`src/rtl/eor_pkg.sv`:
```
package eor_pkg;
  typedef enum logic [2:0] {
    ST_IDLE,
    ST_GAP1,
    ST_CRC,
    ST_GAP2,
    ST_LPC
  } trl_state_e;
endpackage

```
`src/rtl/eor_accum.sv`:
```
module eor_accum #(
  parameter int CHAR_W  = 8,
  parameter int SHORT_W = 6,
  parameter int CRC_W   = 9
) (
  input  logic              clk,
  input  logic              rst_n,
  input  logic              clr,
  input  logic              take,
  input  logic              nine,
  input  logic [CHAR_W-1:0] ch,
  input  logic              fold,
  output logic [CHAR_W-1:0] lpc,
  output logic [CHAR_W-1:0] crc_chr
);
  localparam logic [CHAR_W-1:0] SHORT_MASK =
    {{(CHAR_W-SHORT_W){1'b0}}, {SHORT_W{1'b1}}};

  logic [CRC_W-1:0]  crc;
  logic [CHAR_W-1:0] ch_eff;
  logic [CRC_W-1:0]  crc_nxt;

  assign ch_eff  = nine ? ch : (ch & SHORT_MASK);
  assign crc_nxt = {crc[CRC_W-2:0], crc[CRC_W-1]} ^ CRC_W'(ch);
  assign crc_chr = crc[CHAR_W-1:0];

  always_ff @(posedge clk or negedge rst_n) begin
    if (!rst_n) begin
      lpc <= '0;
      crc <= '0;
    end else if (clr) begin
      lpc <= '0;
      crc <= '0;
    end else begin
      if (take) begin
        lpc <= lpc ^ ch_eff;
        if (nine) crc <= crc_nxt;
      end else if (fold) begin
        lpc <= lpc ^ crc[CHAR_W-1:0];
      end
    end
  end

  // the parity holds unless a character is taken or the code is folded in
  a_r10_lpc_hold: assert property (@(posedge clk) disable iff (!rst_n)
    (!take && !fold && !clr) |=> $stable(lpc));

  // the code register stays put in 7-track mode
  a_r4_crc_short_hold: assert property (@(posedge clk) disable iff (!rst_n)
    (!nine && !clr) |=> $stable(crc));
endmodule

```
`src/rtl/eor_gap_seq.sv`:
```
module eor_gap_seq
  import eor_pkg::*;
#(
  parameter int GAP_LEN = 4
) (
  input  logic clk,
  input  logic rst_n,
  input  logic clr,
  input  logic tick,
  input  logic start,
  input  logic nine,
  output logic idle,
  output logic crc_fire,
  output logic lpc_fire
);
  localparam int CW = (GAP_LEN > 1) ? $clog2(GAP_LEN) : 1;
  localparam logic [CW-1:0] LAST = CW'(GAP_LEN - 1);

  trl_state_e st;
  logic [CW-1:0] cnt;

  always_ff @(posedge clk or negedge rst_n) begin
    if (!rst_n) begin
      st  <= ST_IDLE;
      cnt <= '0;
    end else if (clr) begin
      st  <= ST_IDLE;
      cnt <= '0;
    end else begin
      unique case (st)
        ST_IDLE: if (start) begin
          st  <= ST_GAP1;
          cnt <= '0;
        end
        ST_GAP1, ST_GAP2: if (tick) begin
          if (cnt == LAST) begin
            cnt <= '0;
            if (st == ST_GAP1) st <= nine ? ST_CRC : ST_LPC;
            else               st <= ST_LPC;
          end else begin
            cnt <= cnt + 1'b1;
          end
        end
        ST_CRC: if (tick) st <= ST_GAP2;
        ST_LPC: if (tick) st <= ST_IDLE;
        default: st <= ST_IDLE;
      endcase
    end
  end

  assign idle     = (st == ST_IDLE);
  assign crc_fire = (st == ST_CRC) && tick && !clr;
  assign lpc_fire = (st == ST_LPC) && tick && !clr;

  // the space counter rests at zero outside the spaces
  a_r5_cnt_rest: assert property (@(posedge clk) disable iff (!rst_n)
    (st == ST_IDLE) |-> (cnt == '0));

  // the second space is entered only from the code-character step
  a_r6_gap2_entry: assert property (@(posedge clk) disable iff (!rst_n)
    ((st == ST_GAP2) && ($past(st) != ST_GAP2)) |-> ($past(st) == ST_CRC));
endmodule

```
`src/rtl/eor_trailer_seq.sv`:
```
module eor_trailer_seq #(
  parameter int CHAR_W  = 8,
  parameter int SHORT_W = 6,
  parameter int CRC_W   = 9,
  parameter int GAP_LEN = 4
) (
  input  logic              clk,
  input  logic              rst_n,
  input  logic              clr,
  input  logic              mode_nine,
  input  logic              char_tick,
  input  logic              start,
  input  logic              in_valid,
  output logic              in_ready,
  input  logic [CHAR_W-1:0] in_char,
  output logic              wr_crc,
  output logic              wr_lpc,
  output logic [CHAR_W-1:0] chk_char,
  output logic              done
);
  logic idle, crc_fire, lpc_fire, take;
  logic [CHAR_W-1:0] lpc, crc_chr;

  assign in_ready = idle;
  assign take     = in_valid && idle && !clr;

  eor_gap_seq #(.GAP_LEN(GAP_LEN)) u_seq (
    .clk      (clk),
    .rst_n    (rst_n),
    .clr      (clr),
    .tick     (char_tick),
    .start    (start),
    .nine     (mode_nine),
    .idle     (idle),
    .crc_fire (crc_fire),
    .lpc_fire (lpc_fire)
  );

  eor_accum #(.CHAR_W(CHAR_W), .SHORT_W(SHORT_W), .CRC_W(CRC_W)) u_acc (
    .clk     (clk),
    .rst_n   (rst_n),
    .clr     (clr),
    .take    (take),
    .nine    (mode_nine),
    .ch      (in_char),
    .fold    (crc_fire),
    .lpc     (lpc),
    .crc_chr (crc_chr)
  );

  always_ff @(posedge clk or negedge rst_n) begin
    if (!rst_n) begin
      wr_crc   <= 1'b0;
      wr_lpc   <= 1'b0;
      done     <= 1'b0;
      chk_char <= '0;
    end else begin
      wr_crc <= crc_fire;
      wr_lpc <= lpc_fire;
      done   <= wr_lpc;
      if (crc_fire)      chk_char <= crc_chr;
      else if (lpc_fire) chk_char <= lpc;
    end
  end

  // the two strobes never coincide
  a_r7_strobe_excl: assert property (@(posedge clk) disable iff (!rst_n)
    !(wr_crc && wr_lpc));

  // the code strobe lasts one clock
  a_r7_crc_single: assert property (@(posedge clk) disable iff (!rst_n)
    wr_crc |=> !wr_crc);

  // done follows the longitudinal strobe
  a_r8_done_after: assert property (@(posedge clk) disable iff (!rst_n)
    wr_lpc |=> done);

  // done has no other cause
  a_r8_done_cause: assert property (@(posedge clk) disable iff (!rst_n)
    done |-> $past(wr_lpc));
endmodule

```
`config.mk`:
```
export PLATFORM = sky130hd
export DESIGN_NAME = eor_trailer_seq
export DESIGN_NICKNAME = d
export VERILOG_FILES = /design/src/rtl/eor_pkg.sv /design/src/rtl/eor_accum.sv /design/src/rtl/eor_gap_seq.sv /design/src/rtl/eor_trailer_seq.sv
export SDC_FILE = /design/constraint.sdc
export NUM_CORES = 1
export LEC_CHECK = 0
export CAP_MARGIN = 20
export CORE_ASPECT_RATIO = 1.4
export CORE_MARGIN = 2
export CORE_UTILIZATION = 49
export DETAILED_ROUTE_END_ITERATION = 16
export HOLD_SLACK_MARGIN = 0.15
export PLACE_DENSITY = 0.76
export SLEW_MARGIN = 20
export SYNTH_ARGS = -nofsm -noshare
export SYNTH_HDL_FRONTEND = slang
export SYNTH_SLANG_ARGS = --single-unit
```
`constraint.sdc`:
```
create_clock -name clk -period 2 [get_ports clk]
set_input_delay 0.2 -clock clk [delete_from_list [all_inputs] [get_ports clk]]
set_output_delay 0.2 -clock clk [all_outputs]
set_load 0.01 [all_outputs]
```
## Word-level counts from Yosys, hierarchy flattened

Index checks and enable logic that the tools add are counted.
Widths: inputs -> output; s select.

- Flip-flop bits (word level): 33

- Reductions and logical operators: 17
- Bitwise logic cells: 3
- Multiplexer cells: 23
- Equal/unequal tests: 10
- Add/subtract/negate cells: 1

Operator list:

| kind | count |
|---|---|
| $mux 8 | 6 |
| $mux 9 | 3 |
| $mux 3 | 8 |
| $xor 8x8->8 | 2 |
| $ne 3x3->1 const B | 4 |
| $pmux 3 s4 | 1 |
| $xor 9x8->9 | 1 |
| $mux 2 | 4 |
| $eq 3x2->1 const B | 2 |
| $logic_and 1x1->1 | 6 |
| $reduce_bool 2->1 | 3 |
| $reduce_bool 3->1 | 2 |
| $reduce_and 5->1 | 1 |
| $pmux 2 s2 | 1 |
| $eq 3x1->1 const B | 1 |
| $eq 3x3->1 const B | 1 |
| $logic_not 3->1 | 1 |
| $ne 3x2->1 const B | 1 |
| $reduce_and 3->1 | 1 |
| $add 2x1->2 const B | 1 |
| $eq 2x2->1 const B | 1 |
| $reduce_and 2->1 | 1 |
| $reduce_or 2->1 | 1 |
| $logic_not 1->1 | 1 |

## Depth between registers and ports, before layout

Gate-level depths: netlist of the first run.

- Word-level depth: 6
- Mapped depth: 6
- Gate-level depth less buffers: 5

## By module

Synthesis of the first run repeated with hierarchy kept, for this count alone.

- Cell total of the unflattened synthesis: 164
- Area, all modules: 1,789.2 µm²

Modules (own cells, without submodules):

| module | times used | area each (µm²) | cells an instance |
|---|---|---|---|
| eor_accum | 1 | 1,043.5 | 96 |
| eor_trailer_seq | 1 | 455.4 | 39 |
| eor_gap_seq | 1 | 290.3 | 29 |

## Worst setup path before layout of the first run

Ideal clock, no wire load.

- Kind: register to register
- Start point: register u_seq.st[0]
- End point: register u_acc.lpc[6]
- Clock period less this slack: 1,574 ps
- Required time: 1,872 ps
- Path buffers: 1
- Cell stages (with the launch flop): 6
- Arrival: 1,446 ps
- Path slack: 426 ps
- Setup time: 128 ps
- Path through: dfrtp_1 -> buf_4 -> nor2_1 -> nand4b_2 -> o32ai_1 -> mux2_1

- Longest elaborated chain between the ends: 5
- Elaborated cells between the ends (all ways): 9
- Classes of those cells: eq/ne (1); mux (2); reduce/logical (6)

RTL lines:

| element | line | source |
|---|---|---|
| start: declaration | eor_gap_seq.sv:19 | `trl_state_e st;` |
| start signal: assignment | eor_gap_seq.sv:38 | `if (st == ST_GAP1) st <= nine ? ST_CRC : ST_LPC;` |
| $logic_not 3->1 | eor_gap_seq.sv:51 | `assign idle = (st == ST_IDLE);` |
| $logic_and 1x1->1 (2 in a row) | eor_trailer_seq.sv:25 | `assign take = in_valid && idle && !clr;` |
| $mux 8 | eor_accum.sv:35 | `if (take) begin` |
| $mux 8 | eor_accum.sv:31 | `end else if (clr) begin` |
| end signal: assignment | eor_accum.sv:36 | `lpc <= lpc ^ ch_eff;` |
| end signal: assignment | eor_accum.sv:39 | `lpc <= lpc ^ crc[CHAR_W-1:0];` |
| end: declaration | eor_accum.sv:13 | `output logic [CHAR_W-1:0] lpc,` |

Several ways; a longest one is shown, not always the timed one.
A chain may end at the register's enable or synchronous reset.

## Worst setup path in the final report of the first run

- Start point: register u_seq.st[0]
- End point: output in_ready

- Longest elaborated chain between the ends: 1

RTL lines:

| element | line | source |
|---|---|---|
| $logic_not 3->1 | eor_gap_seq.sv:51 |  |
| end: declaration | eor_trailer_seq.sv:14 | `output logic in_ready,` |

No other way between the ends.

==> out/qor.csv, run 1 <==
metric;value;unit
DP Area;2120;sq um
Net Count, Synth;183;
Reg power frac;0.456;
largest net degree at the start of global routing;34;
Cell Int Power;1.25;mW
die width;55.4;microns
most frequent cells in the layout;33 x dfrtp_1, 26 x clkdlybuf4s50_1, 16 x nor2_1;
# DRC;0;
DR WL/cell;15.1;microns
Distinct cells, synth;39;
Switching Fraction;0.234;
P&R area growth vs syn;23.7;%
Fin. Hold Viols;0;
Mapped Cells;167;
Routed Antenna Nets;0;
Peak VDD IR;0.588;mV
Die Y;75.9;microns
DR iter-0 viols;24;
fin nets;214;
RSZ-0062 raised after global routing;false;
Critical Path End Type;output pin;
pwr/cell area;726;nW/um^2
die area;4210;sq um
H-tree levels;2;
Max Cap Violations;0;
status;finished clean;
initial antenna violation count;0;
Crit Path Class;flop to output pin;
period utilisation layout;0.912;
Seq/Total Area, Yosys;0.456;
worst path arrival time;1620;ps
worst path required time;1800;ps
core area;3610;sq um
Slew HR;0.709;
WHS;323;ps
Leakage;1.05;nW
Pwr Total;1.63;mW
clk sinks;33;
GP Congestion;0.783;
I/O Pins;27;
vias in the first global route;1423;
CTS tree;done;
Pre-Repair DR Iteration Count;4;
port bufs;26;
gr usage total;0.185;
deepest clock path buffer count;2;
Starting Density;0.502;
part of the power in the clock network;0.390;
# setup viols final;0;
fin. max-slew vios;0;
CTS clk-pin slew, worst paths;70;ps
Ys Warns;0;
Rows;26;
Avg Synthesized Cell Area;10.8;sq um
CP Max Fanout;13;
Finished Cell Area;2240;sq um
combinational share of power;0.154;
Final min period;1820;ps
drt total wl;3640;microns
Max Clk Rate;0.548;GHz
crit path launch type;flop;
diode count;0;
Worst Skew;3.22;ps
CTS root buf;clkbuf_8;
net switching power;381;uW
synthesized flop and latch total;33;
vias per inst;5.59;
clk_lat worst skew;280;ps
first-pass GRT wire length;6270;microns
CTS hold repair buffers;0;
mapped cell area;1810;sq um
CTS buffer count;5;
total gr overflow;0;
HP Class;primary input to async pin;
post-DP HPWL;2730;microns
Sum Neg Setup Slack;0;ps
post-cts sizing count;0;
share of cells above drive strength 1;0.166;
via count;1348;
post-CTS setup repair buffer count;0;
commonest non-fill, non-tap cell in the layout;dfrtp_1;
worst slew pin tran;437;ps
-- cells in the mapped netlist --
cell	number	area share
mux2_1	3	0.019
a31o_2	1	0.0048
nor4b_2	1	0.0083
a21o_1	1	0.0041
mux2_2	1	0.0062
a21oi_1	3	0.0083
and3b_1	1	0.0048
inv_1	5	0.010
buf_2	3	0.0083
and4b_1	1	0.0055
clkbuf_1	3	0.0062
ha_1	1	0.0069
nor3_4	1	0.0090
nand2_1	13	0.027
nor3_1	2	0.0055
xnor2_1	8	0.039
o21ai_1	6	0.017
buf_1	1	0.0021
o2bb2ai_1	6	0.029
and3_1	2	0.0069
o21ai_0	2	0.0055
o32ai_1	3	0.015
nand3_1	3	0.0083
a211oi_1	2	0.0083
o211a_1	1	0.0055
nor2_1	16	0.033
mux2i_1	12	0.066
xor2_1	1	0.0048
nand3b_1	1	0.0041
nand4_1	1	0.0035
mux2_4	6	0.050
nand4b_2	1	0.0083
buf_4	2	0.0083
nor2b_1	10	0.035
nand2b_1	1	0.0035
a22o_1	1	0.0048
a22oi_2	6	0.041
buf_6	2	0.012
dfrtp_1	33	0.46
-- kinds of logic after synthesis --
group                    synth area share
AO/OA/AOI/OAI                       0.143
XOR/XNOR                           0.0435
adder cells (fa/ha/maj)           0.00690
buffers and inverters              0.0476
flip-flops                          0.456
multiplexers                        0.141
AND/OR/NAND/NOR                     0.162
-- critical path, cell delays in order, from the launching register on --
cell	delay, ps
dfrtp_1	530
nor3_4	250
clkdlybuf4s50_1	560
-- registers in the layout, summed over array words and instances, names as in the netlist --
| name | cells |
|---|---|
| done | 1 |
| u_seq.st | 3 |
| wr_lpc | 1 |
| wr_crc | 1 |
| u_acc.crc | 9 |
| u_seq.cnt | 2 |
| u_acc.lpc | 8 |
| chk_char | 8 |
-- worst paths after layout --
| kind | start | to | slack [ps] | cells past startpoint |
|---|---|---|---|---|
| worst max-delay path | u_seq.st[0] | in_ready | 180 | 2 |
| worst min-delay path | rst_n | chk_char[6] | 320 | 2 |
| worst max register to register | u_seq.st[0] | u_acc.lpc[5] | 270 | 5 |
| worst min register to register | wr_lpc | done | 370 | 0 |
| max in group asynchronous | rst_n | u_acc.crc[2] | 1380 | 2 |
| min in group clk | wr_lpc | done | 370 | 0 |
-- power groups by stage --
stage | Clock, mW | Sequential [mW] | Combinational [mW]
after floorplan | 0 | 0.745 | 0.152
after global placement | 0 | 0.751 | 0.243
after detailed placement | 0 | 0.754 | 0.251
after CTS | 0.646 | 0.742 | 0.252
after global routing | 0.675 | 0.746 | 0.273
final | 0.635 | 0.741 | 0.250
-- final cells by class --
cell class / instances / area (sq um)
fill: 284 / 1370
multi-input combinational: 118 / 900
sequential: 33 / 826
timing repair buffer: 35 / 328
clock buffer: 7 / 86.3
tap: 42 / 52.6
clock inverter: 1 / 30.0
inverter: 5 / 18.8
-- per-stage QoR --
stage,utilization,worst slack [ps],instances
2_1_floorplan,-,426,167
3_3_place_gp,0.588,233,233
3_5_place_dp,0.588,201,233
4_1_cts,0.621,167,241
5_1_grt,0.621,121,241
6_report,0.621,175,241
-- per-layer routing --
metal  vias up  track usage  part of all wire  routed length, microns
met5         -            0                 0                       0
met3         4       0.0324             0.031                     112
met4         0       0.0659            0.0099                      36
met1       668        0.208              0.41                    1480
li1        645            -                 -                       -
met2        31        0.343              0.55                    2010
No activity file was read; power rests on OpenSTA's default activity.
==> run 2: changes to the inputs <==
--- a/config.mk
+++ b/config.mk
@@ -12,6 +12,8 @@
 export DETAILED_ROUTE_END_ITERATION = 16
 export HOLD_SLACK_MARGIN = 0.15
 export PLACE_DENSITY = 0.76
+export RECOVER_POWER = 50
+export SETUP_SLACK_MARGIN = 0.5
 export SLEW_MARGIN = 20
 export SYNTH_ARGS = -nofsm -noshare
 export SYNTH_HDL_FRONTEND = slang
==> run 2 against run 1 <==
Compared with the run above:
- cell area increased by 9.5%
- final cell count increased by 4.6%
- count of clock-buffer cells in the layout unchanged
- first-iteration DRC count increased by 110%
- largest power group unchanged
- critical endpoint is now chk_char[0]
- largest cell class unchanged
- die area unchanged
- worst setup slack improved by 230 ps
==> out/qor.csv, run 2 (same netlist as run 1, synthesis figures left out) <==
metric;value;unit;change
first-pass GRT wire length;6800;microns;was 6270 microns
Reg with most FFs;u_acc.crc;;unchanged
Routed Antenna Nets;0;;unchanged
clk sinks;33;;unchanged
Worst Skew;5.05;ps;was 3.22 ps
vias per inst;5.69;;was 5.59
CP Max Fanout;5;;was 13
DR iter-0 viols;51;;was 24
largest net degree at the start of global routing;34;;unchanged
Sum Neg Setup Slack;0;ps;unchanged
most frequent cells in the layout;31 x dfrtp_1, 22 x clkdlybuf4s50_1, 13 x nand2_1;;was 33 x dfrtp_1, 26 x clkdlybuf4s50_1, 16 x nor2_1
part of the power in the clock network;0.353;;was 0.390
die width;55.4;microns;unchanged
worst setup margin;406;ps;was 175 ps
worst path arrival time;1780;ps;was 1620 ps
Reg power frac;0.460;;was 0.456
clk_lat worst skew;300;ps;was 280 ps
drt total wl;4350;microns;was 3640 microns
worst slew pin tran;835;ps;was 437 ps
Top Registers;u_acc.crc x9, chk_char x8, u_acc.lpc x8;;unchanged
CTS buffer count;5;;unchanged
commonest non-fill, non-tap cell in the layout;dfrtp_1;;unchanged
P&R area growth vs syn;35.5;%;was 23.7%
Leakage;1.14;nW;was 1.05 nW
combinational share of power;0.187;;was 0.154
Fin. Hold Viols;0;;unchanged
vias in the first global route;1469;;was 1423
CP Cell Sequence;buf_12, nor2b_4, buf_6, nand3_4, clkbuf_1, mux2i_1, o21ai_1;;was nor3_4, clkdlybuf4s50_1
DR WL/cell;17.3;microns;was 15.1 microns
fin nets;225;;was 214
Final min period;1590;ps;was 1820 ps
die area;4210;sq um;unchanged
number of flip-flops under the largest register name;9;;unchanged
initial antenna violation count;0;;unchanged
Peak VDD IR;0.591;mV;was 0.588 mV
I/O Pins;27;;unchanged
GP Congestion;0.769;;was 0.783
# setup viols final;0;;unchanged
Max Cap Violations;0;;unchanged
fin. max-slew vios;0;;unchanged
Critical-path top delay cell;dfrtp_1;;was clkdlybuf4s50_1
Starting Density;0.502;;unchanged
family with the most delay on the worst path;buffers and inverters;;unchanged
RSZ-0062 raised after global routing;true;;was false
met3 Usage GRT;0.0580;;was 0.0324
period utilisation layout;0.797;;was 0.912
fill cell count;260;;was 284
worst path bufs/invs;3;;was 1
worst path required time;2180;ps;was 1800 ps
CTS tree;done;;unchanged
port bufs;26;;unchanged
met2 Use GR;0.350;;was 0.343
diode count;0;;unchanged
deepest clock path buffer count;2;;unchanged
Die Y;75.9;microns;unchanged
total gr overflow;0;;unchanged
GR peak layer;met2;;unchanged
core area;3610;sq um;unchanged
Switching Fraction;0.268;;was 0.234
via count;1435;;was 1348
Cell Int Power;1.17;mW;was 1.25 mW
crit path launch type;flop;;unchanged
share of cells above drive strength 1;0.290;;was 0.166
Rows;26;;unchanged
net switching power;429;uW;was 381 uW
GR Util met1;0.228;;was 0.208
CTS root buf;clkbuf_8;;unchanged
Slew HR;0.443;;was 0.709
Pre-Repair DR Iteration Count;5;;was 4
pwr/cell area;653;nW/um^2;was 726 nW/um^2
max incr delay on CP;440;ps;was 560 ps
CTS hold repair buffers;0;;unchanged
Crit Path Class;flop to flop;;was flop to output pin
Critical Path End Type;flop;;was output pin
CTS clk-pin slew, worst paths;70;ps;about the same
status;finished clean;;unchanged
H-tree levels;2;;unchanged
gr usage total;0.207;;was 0.185
post-DP HPWL;2570;microns;was 2730 microns
# DRC;0;;unchanged
Max Clk Rate;0.627;GHz;was 0.548 GHz
post-place setup slack;163;ps;was 201 ps
HP Class;flop to flop;;was primary input to async pin
==> run 2: cell count changes in the layout (fill, tap and decap cells not counted), moves of 3 or more <==
cell / before / now
mux2_4: 6 / 9
nor2_2: 0 / 3
nor2_1: 16 / 12
mux2_1: 3 / 0
buf_6: 0 / 6
clkdlybuf4s50_1: 26 / 22
==> run 2: final timing paths <==
check | end | slack, ps | depth (start not counted) | start
setup reg to reg | chk_char[0] | 410 | 7 | u_seq.st[1]
setup / recovery | chk_char[0] | 410 | 7 | u_seq.st[1]
min in group asynchronous | u_acc.lpc[5] | 530 | 2 | rst_n
max in group asynchronous | u_seq.st[2] | 890 | 2 | rst_n
hold / removal | done | 380 | 0 | wr_lpc
hold reg to reg | done | 380 | 0 | wr_lpc
==> run 2: per-layer routing <==
layer / vias up / part of all wire
met5: - / 0
met4: 0 / 0.033
met3: 14 / 0.040
met2: 40 / 0.54
met1: 714 / 0.39
li1: 667 / -
==> run 2: power by group through the flow <==
stage	logic [mW]	registers (mW)	clock network, mW
finish	0.300	0.736	0.566
floorplan	0.158	0.745	0
CTS	0.283	0.736	0.572
global placement	0.248	0.751	0
detailed placement	0.253	0.754	0
global route	0.322	0.740	0.609
==> run 2: layout make-up <==
cell class | count | area (sq um) | area share
clock buffers | 7 | 96.3 | 0.0392
clock inverters | 1 | 5.00 | 0.00204
inverters | 5 | 18.8 | 0.00765
multi-input cells | 118 | 1010 | 0.411
flip-flops and latches | 33 | 828 | 0.337
well taps | 42 | 52.6 | 0.0214
repair buffers | 46 | 445 | 0.181
==> run 2: repair_timing <==
action,4_1_cts,5_1_grt
endpoints found under the setup margin,22,25
pin swaps,4,9
resized for setup,14,21
cloned,1,1
buffers inserted,11,0
==> run 2: metrics by stage <==
stage / instances / total power [mW] / utilization / hold slack (ps) / cell area (sq um)
6_report: 252 / 1.60 / 0.680 / 381 / 2450
5_1_grt: 252 / 1.67 / 0.680 / 417 / 2450
4_1_cts: 251 / 1.59 / 0.660 / 318 / 2380
3_5_place_dp: 231 / 1.01 / 0.591 / 367 / 2140
3_3_place_gp: 231 / 0.998 / 0.591 / 358 / 2140
2_1_floorplan: 167 / 0.903 / - / -95.6 / 1840
